File: src/rtl/pport_pkg.sv
package pport_pkg;
  localparam int unsigned AW = 2;
  localparam logic [AW-1:0] OFS_DATA = 2'd0;
  localparam logic [AW-1:0] OFS_STAT = 2'd1;
  localparam logic [AW-1:0] OFS_IEN  = 2'd2;

  localparam int unsigned ST_VALID = 0;
  localparam int unsigned ST_EMPTY = 1;
  localparam int unsigned ST_OVR   = 2;

  localparam int unsigned IE_IN  = 0;
  localparam int unsigned IE_OUT = 1;

  typedef enum logic [1:0] {
    TX_IDLE  = 2'd0,
    TX_SETUP = 2'd1,
    TX_STB   = 2'd2
  } tx_state_e;
endpackage

File: src/rtl/pport_rx_chan.sv
module pport_rx_chan #(
  parameter int unsigned W = 8,
  parameter int unsigned SYNC_STAGES = 2
) (
  input  logic         clk,
  input  logic         rst_n,
  input  logic [W-1:0] dev_in,
  input  logic         dev_stb,
  input  logic         rd_take,
  input  logic         ovr_clr,
  output logic [W-1:0] data,
  output logic         valid,
  output logic         overrun
);
  logic [SYNC_STAGES-1:0] sync_q;
  logic                   prev_q;
  logic                   edge_seen;

  generate
    if (SYNC_STAGES == 1) begin : g_one
      always_ff @(posedge clk) begin
        if (!rst_n) sync_q <= '0;
        else        sync_q <= dev_stb;
      end
    end else begin : g_many
      always_ff @(posedge clk) begin
        if (!rst_n) sync_q <= '0;
        else        sync_q <= {sync_q[SYNC_STAGES-2:0], dev_stb};
      end
    end
  endgenerate

  always_ff @(posedge clk) begin
    if (!rst_n) prev_q <= 1'b0;
    else        prev_q <= sync_q[SYNC_STAGES-1];
  end

  assign edge_seen = sync_q[SYNC_STAGES-1] & ~prev_q;

  always_ff @(posedge clk) begin
    if (!rst_n) begin
      data    <= '0;
      valid   <= 1'b0;
      overrun <= 1'b0;
    end else begin
      if (edge_seen) data <= dev_in;
      if (edge_seen)    valid <= 1'b1;
      else if (rd_take) valid <= 1'b0;
      if (edge_seen && valid && !rd_take) overrun <= 1'b1;
      else if (ovr_clr)                   overrun <= 1'b0;
    end
  end
endmodule

File: src/rtl/pport_tx_chan.sv
module pport_tx_chan
  import pport_pkg::*;
#(
  parameter int unsigned W = 8,
  parameter int unsigned SETUP_CYC = 1,
  parameter int unsigned STB_CYC = 2
) (
  input  logic         clk,
  input  logic         rst_n,
  input  logic         wr_take,
  input  logic [W-1:0] wdata,
  output logic [W-1:0] dev_out,
  output logic         dev_stb,
  output logic         empty
);
  localparam int unsigned MAXC = (SETUP_CYC > STB_CYC) ? SETUP_CYC : STB_CYC;
  localparam int unsigned CW   = (MAXC < 2) ? 1 : $clog2(MAXC);

  tx_state_e      state_q;
  logic [CW-1:0]  cnt_q;
  logic [W-1:0]   out_q;

  always_ff @(posedge clk) begin
    if (!rst_n) begin
      state_q <= TX_IDLE;
      cnt_q   <= '0;
      out_q   <= '0;
    end else begin
      unique case (state_q)
        TX_IDLE: begin
          if (wr_take) begin
            out_q   <= wdata;
            state_q <= TX_SETUP;
            cnt_q   <= CW'(SETUP_CYC - 1);
          end
        end
        TX_SETUP: begin
          if (cnt_q == '0) begin
            state_q <= TX_STB;
            cnt_q   <= CW'(STB_CYC - 1);
          end else begin
            cnt_q <= cnt_q - 1'b1;
          end
        end
        TX_STB: begin
          if (cnt_q == '0) state_q <= TX_IDLE;
          else             cnt_q   <= cnt_q - 1'b1;
        end
        default: state_q <= TX_IDLE;
      endcase
    end
  end

  assign dev_out = out_q;
  assign dev_stb = (state_q == TX_STB);
  assign empty   = (state_q == TX_IDLE);
endmodule

File: src/rtl/pport_bus.sv
module pport_bus
  import pport_pkg::*;
#(
  parameter int unsigned W = 8
) (
  input  logic          clk,
  input  logic          rst_n,
  input  logic          sel,
  input  logic          rd_en,
  input  logic          wr_en,
  input  logic [AW-1:0] addr,
  input  logic [2:0]    ctl_bits,
  input  logic [W-1:0]  rx_data,
  input  logic          rx_valid,
  input  logic          rx_ovr,
  input  logic          tx_empty,
  output logic [W-1:0]  rdata,
  output logic          rd_take,
  output logic          wr_take,
  output logic          ovr_clr,
  output logic [1:0]    ien
);
  logic rd_hit, wr_hit;

  assign rd_hit  = sel & rd_en;
  assign wr_hit  = sel & wr_en;
  assign rd_take = rd_hit & (addr == OFS_DATA);
  assign wr_take = wr_hit & (addr == OFS_DATA);
  assign ovr_clr = wr_hit & (addr == OFS_STAT) & ctl_bits[ST_OVR];

  always_ff @(posedge clk) begin
    if (!rst_n)                         ien <= 2'b00;
    else if (wr_hit && addr == OFS_IEN) ien <= ctl_bits[1:0];
  end

  always_comb begin
    rdata = '0;
    if (rd_hit) begin
      unique case (addr)
        OFS_DATA: rdata = rx_data;
        OFS_STAT: begin
          rdata[ST_VALID] = rx_valid;
          rdata[ST_EMPTY] = tx_empty;
          rdata[ST_OVR]   = rx_ovr;
        end
        OFS_IEN:  rdata[1:0] = ien;
        default:  rdata = '0;
      endcase
    end
  end
endmodule

File: src/rtl/strobed_pport.sv
module strobed_pport
  import pport_pkg::*;
#(
  parameter int unsigned W = 8,
  parameter int unsigned SYNC_STAGES = 2,
  parameter int unsigned SETUP_CYC = 1,
  parameter int unsigned STB_CYC = 2
) (
  input  logic          clk,
  input  logic          rst_n,
  input  logic          sel,
  input  logic          rd_en,
  input  logic          wr_en,
  input  logic [1:0]    addr,
  input  logic [W-1:0]  wdata,
  output logic [W-1:0]  rdata,
  input  logic [W-1:0]  dev_in,
  input  logic          dev_stb_in,
  output logic [W-1:0]  dev_out,
  output logic          dev_stb_out,
  output logic          irq_in,
  output logic          irq_out
);
  logic [W-1:0] rx_data;
  logic         in_valid, rx_ovr, out_empty;
  logic         rd_take, wr_take, ovr_clr;
  logic [1:0]   ien;

  pport_rx_chan #(.W(W), .SYNC_STAGES(SYNC_STAGES)) u_rx (
    .clk(clk), .rst_n(rst_n), .dev_in(dev_in), .dev_stb(dev_stb_in),
    .rd_take(rd_take), .ovr_clr(ovr_clr),
    .data(rx_data), .valid(in_valid), .overrun(rx_ovr)
  );

  pport_tx_chan #(.W(W), .SETUP_CYC(SETUP_CYC), .STB_CYC(STB_CYC)) u_tx (
    .clk(clk), .rst_n(rst_n), .wr_take(wr_take), .wdata(wdata),
    .dev_out(dev_out), .dev_stb(dev_stb_out), .empty(out_empty)
  );

  pport_bus #(.W(W)) u_bus (
    .clk(clk), .rst_n(rst_n), .sel(sel), .rd_en(rd_en), .wr_en(wr_en),
    .addr(addr), .ctl_bits(wdata[2:0]), .rx_data(rx_data),
    .rx_valid(in_valid), .rx_ovr(rx_ovr), .tx_empty(out_empty),
    .rdata(rdata), .rd_take(rd_take), .wr_take(wr_take),
    .ovr_clr(ovr_clr), .ien(ien)
  );

  assign irq_in  = in_valid  & ien[IE_IN];
  assign irq_out = out_empty & ien[IE_OUT];
endmodule

File: config.mk
export PLATFORM = sky130hd
export DESIGN_NAME = strobed_pport
export DESIGN_NICKNAME = d
export VERILOG_FILES = /design/src/rtl/pport_pkg.sv /design/src/rtl/pport_rx_chan.sv /design/src/rtl/pport_tx_chan.sv /design/src/rtl/pport_bus.sv /design/src/rtl/strobed_pport.sv
export SDC_FILE = /design/constraint.sdc
export NUM_CORES = 1
export LEC_CHECK = 0
export ABC_AREA = 1
export ABC_CLOCK_PERIOD_IN_PS = 2200
export BUFFER_PORTS_ARGS = -buffer_cell sky130_fd_sc_hd__buf_2
export CORE_MARGIN = 1
export CORE_UTILIZATION = 44
export CTS_CLUSTER_SIZE = 24
export DETAILED_ROUTE_END_ITERATION = 6
export PLACE_DENSITY = 0.73
export SLEW_MARGIN = 20
export SYNTH_ARGS = -nofsm -noshare
export SYNTH_HDL_FRONTEND = slang
export SYNTH_SLANG_ARGS = --single-unit
File: constraint.sdc
create_clock -name clk -period 2.2 [get_ports clk]
set_input_delay 0.22 -clock clk [delete_from_list [all_inputs] [get_ports clk]]
set_output_delay 0.22 -clock clk [all_outputs]
set_load 0.1 [all_outputs]
==> summary.md <==
| Metric | Value |
|---|---|
| Status | finished, final reports clean |
| FMAX | ~540 MHz |
| Worst hold path type | in2reg |
| CP Launch Point | u_tx.state_q[0] |
| Reg2reg end | u_rx.data[0] |
| Clock slew at reported path FFs | approximately 150 ps |
| Drt pass-1 iters | 6 |
| Largest net degree at the start of global routing | 20 |
| Synth Area in XOR/XNOR | 0% |
| Synthesized instance count | approximately 150 |
| R2R setup slack | between 900 and 1000 ps |
| DP Area | approximately 1300 µm² |
| Port buffer count | 42 |
| Complex-gate fraction of the synthesized area | between 10% and 20% |
| Crit Path Max Fanout | 10 |
| Most common cell after layout, fill and taps aside | buf_2 |
| Crit-path leading delay family | buffers and inverters |
| Main combinational cell family by area after synthesis | simple AND/OR/NAND/NOR gates |
| Syn Nets | between 150 and 200 |
| Cell variety after synth | 16 |
| Pwr/cell area | approximately 680 nW/µm² |
| Initial Utilization | roughly 48% |
| Clk buf depth | 2 |
| CTS resizes | 0 |
| Leakage | around 0.00068 µW |
| Final setup violation count | 0 |
| Syn-to-layout area delta | 26.1% |
| Register area share after synthesis | a little under half |
| Clock Skew | approximately 6.6 ps |
| Slowest cell on crit path | buf_2 |
| Synth Cell Area | around 1100 µm² |
| Adder-cell area share of the yosys netlist | 0% |
| Setup crit start kind | flop |
| HPWL after detailed placement | between 1.5 and 2 mm |
| Crit. End Element | output pin |
| Arrival @ worst endpoint | 1640 ps |
| Min-Delay Startpoint | dev_stb_in |
| Req. time, crit path | a little under 2000 ps |
| RSZ-0062 raised after global routing | no |
| Worst path cell trace | nor2_4 > nand2_1 > a31oi_2 > buf_2 |
| Die area | ~2700 µm² |
| I/O pin total | 43 |
| TritonCTS Sinks | 26 |
| Die extent in x | 52.1 µm |
| Max rail drop VDD | ~560 µV |
| Routed wire length per instance | about 11 µm |
| Worst Hold Endpoint | u_rx.sync_q[0] |
| Crit share post-route | between 80 and 90% |
| Final Net Count | ~220 |
| Core Rows | 17 |
| Post-Route WL | between 2 and 3 mm |
| First-pass GRT wire length | between 4 and 5 mm |
| Post-synthesis sequential element count | 26 |
| Drt initial violations | 19 |
| Final Max Slew Viols | 0 |
| Hold Path Stages | 3 |
| Vias in the first global route | approximately 1,000 |
| Design Area, Final | 1390 µm² |
| CTS tree | built |
| Multi-input combinational cell area | between 500 and 600 µm² |
| Core Util, Final | 60.6% |
| Commonest cells after routing, fill and taps aside | 42 x buf_2, 36 x nand2_1, 29 x nor2_1, 26 x dfxtp_1, 14 x inv_1 |
| WS Path Type | reg2out |
| Worst reg2reg startpoint | u_rx.sync_q[1] |
| Fill cells | 234 |
| Detail Route Antenna Nets | 0 |
| Initial antenna violation count | 0 |
| Worst-margin pin slew | between 400 and 500 ps |
| Worst r2r path cells | 5 |
| H-tree levels | 1 |
| Synth Warn # | 0 |
| GPL Wtd Cong | ~0.80 |
| Min Tclk post-route | 1860 ps |
| Final hold violation count | 0 |
| Buf/Inv on CP | 1 |
| Diode count | 0 |
| Syn Area/Cell | approximately 7 µm² |
| Worst skew pair latency | around 320 ps |
| Total CTS buffers | 3 |
| Slew margin rel. | 67.7% |
| Buffer count from post-CTS setup fixing | 0 |
| CTS root buffer | clkbuf_4 |
| Max Cap Viol | 0 |
| DR vias | roughly 1,100 |
| Synth Area in Simple Gates | roughly a third |
| Crit path largest cell delay | roughly 440 ps |
| Hold buffer count at cts | 0 |
| Share of post-route cells with drive strength above 1 | 27.0% |
| Die Y | approximately 52 µm |
| Setup TNS | 0 ps |
| Register Area | about 520 µm² |
| DRC | 0 |
| Grt ovf | 0 |
| Placeable core area | around 2300 µm² |
| Total track usage | 20.7% |
| Post-synthesis mux area share | 0% |
| Via density | approximately 5.1 |
[power by group]
group,internal (µW),switching (µW)
Clock,184,145
Sequential,487,9.03
Combinational,33.6,92.1
Total,705,246
[layer usage]
layer,wire [µm],track usage (%),share of wire [%],vias up
met5,0,0,0,-
met4,27,8.11,1.1,0
met3,111,3.51,4.3,4
met2,1250,35.5,49,31
met1,1180,25.4,46,532
li1,-,-,-,579
[area by class of cell]
type                            instances  share of cell area, %
Sequential cell                        26                   37.4
Tap cell                               28                   2.52
Multi-Input combinational cell        109                   37.1
Clock inverter                          1                   2.16
Inverter                               15                   4.05
Clock buffer                            3                   1.62
Timing Repair Buffer                   42                   15.1
[synthesized netlist by cell type]
cell type / count / area (µm²)
o21ai_0: 10 / 50.1
nand4_1: 8 / 50.1
nor2_4: 3 / 33.8
buf_6: 1 / 11.3
inv_1: 14 / 52.6
a21oi_1: 14 / 70.1
a31oi_1: 1 / 6.26
nand3_1: 6 / 30.0
nor3b_1: 1 / 7.51
nand3_2: 1 / 10.0
nand2_1: 36 / 135
dfxtp_1: 26 / 521
clkinv_1: 1 / 3.75
clkbuf_1: 1 / 3.75
nor2_1: 29 / 109
buf_2: 2 / 10.0
[through the flow]
step	instances	hold WS [ps]	setup WS [ps]	total power, µW
floorplan	154	318	113	593
global placement	220	402	548	629
detailed placement	220	411	536	632
CTS	224	68.5	333	958
global route	224	71.4	249	988
finish	224	74.0	337	951
[sequential cells by signal, summed over array words and instances (netlist names)]
| name | flops |
|---|---|
| u_rx.sync_q | 2 |
| u_rx.valid | 1 |
| u_rx.data | 8 |
| u_tx.dev_out | 8 |
| u_bus.ien | 2 |
| u_tx.state_q | 2 |
| u_rx.overrun | 1 |
| u_tx.cnt_q | 1 |
| u_rx.prev_q | 1 |
[cell families (layout without fill, tap and decap cells)]
logic type,Yosys count,count (layout)
buffers and inverters,19,61
AOI/OAI and AO/OA,25,25
DFF,26,26
and+or+nand+nor,84,84
[tightest hold or removal path, delay by kind of cell]
kind | cells | cell delay, ps
AND/OR/NAND/NOR | 1 | 40
buffers and inverters | 2 | 120
[worst max path at each step]
stage,slack (ps),endpoint,depth (start not counted)
5_1_grt,250,rdata[1],4
6_report,340,rdata[1],4
3_5_place_dp,540,rdata[2],5
4_1_cts,330,rdata[1],4
2_1_floorplan,110,rdata[3],4
3_3_place_gp,550,rdata[1],5
(Power assumes the default switching activity.)
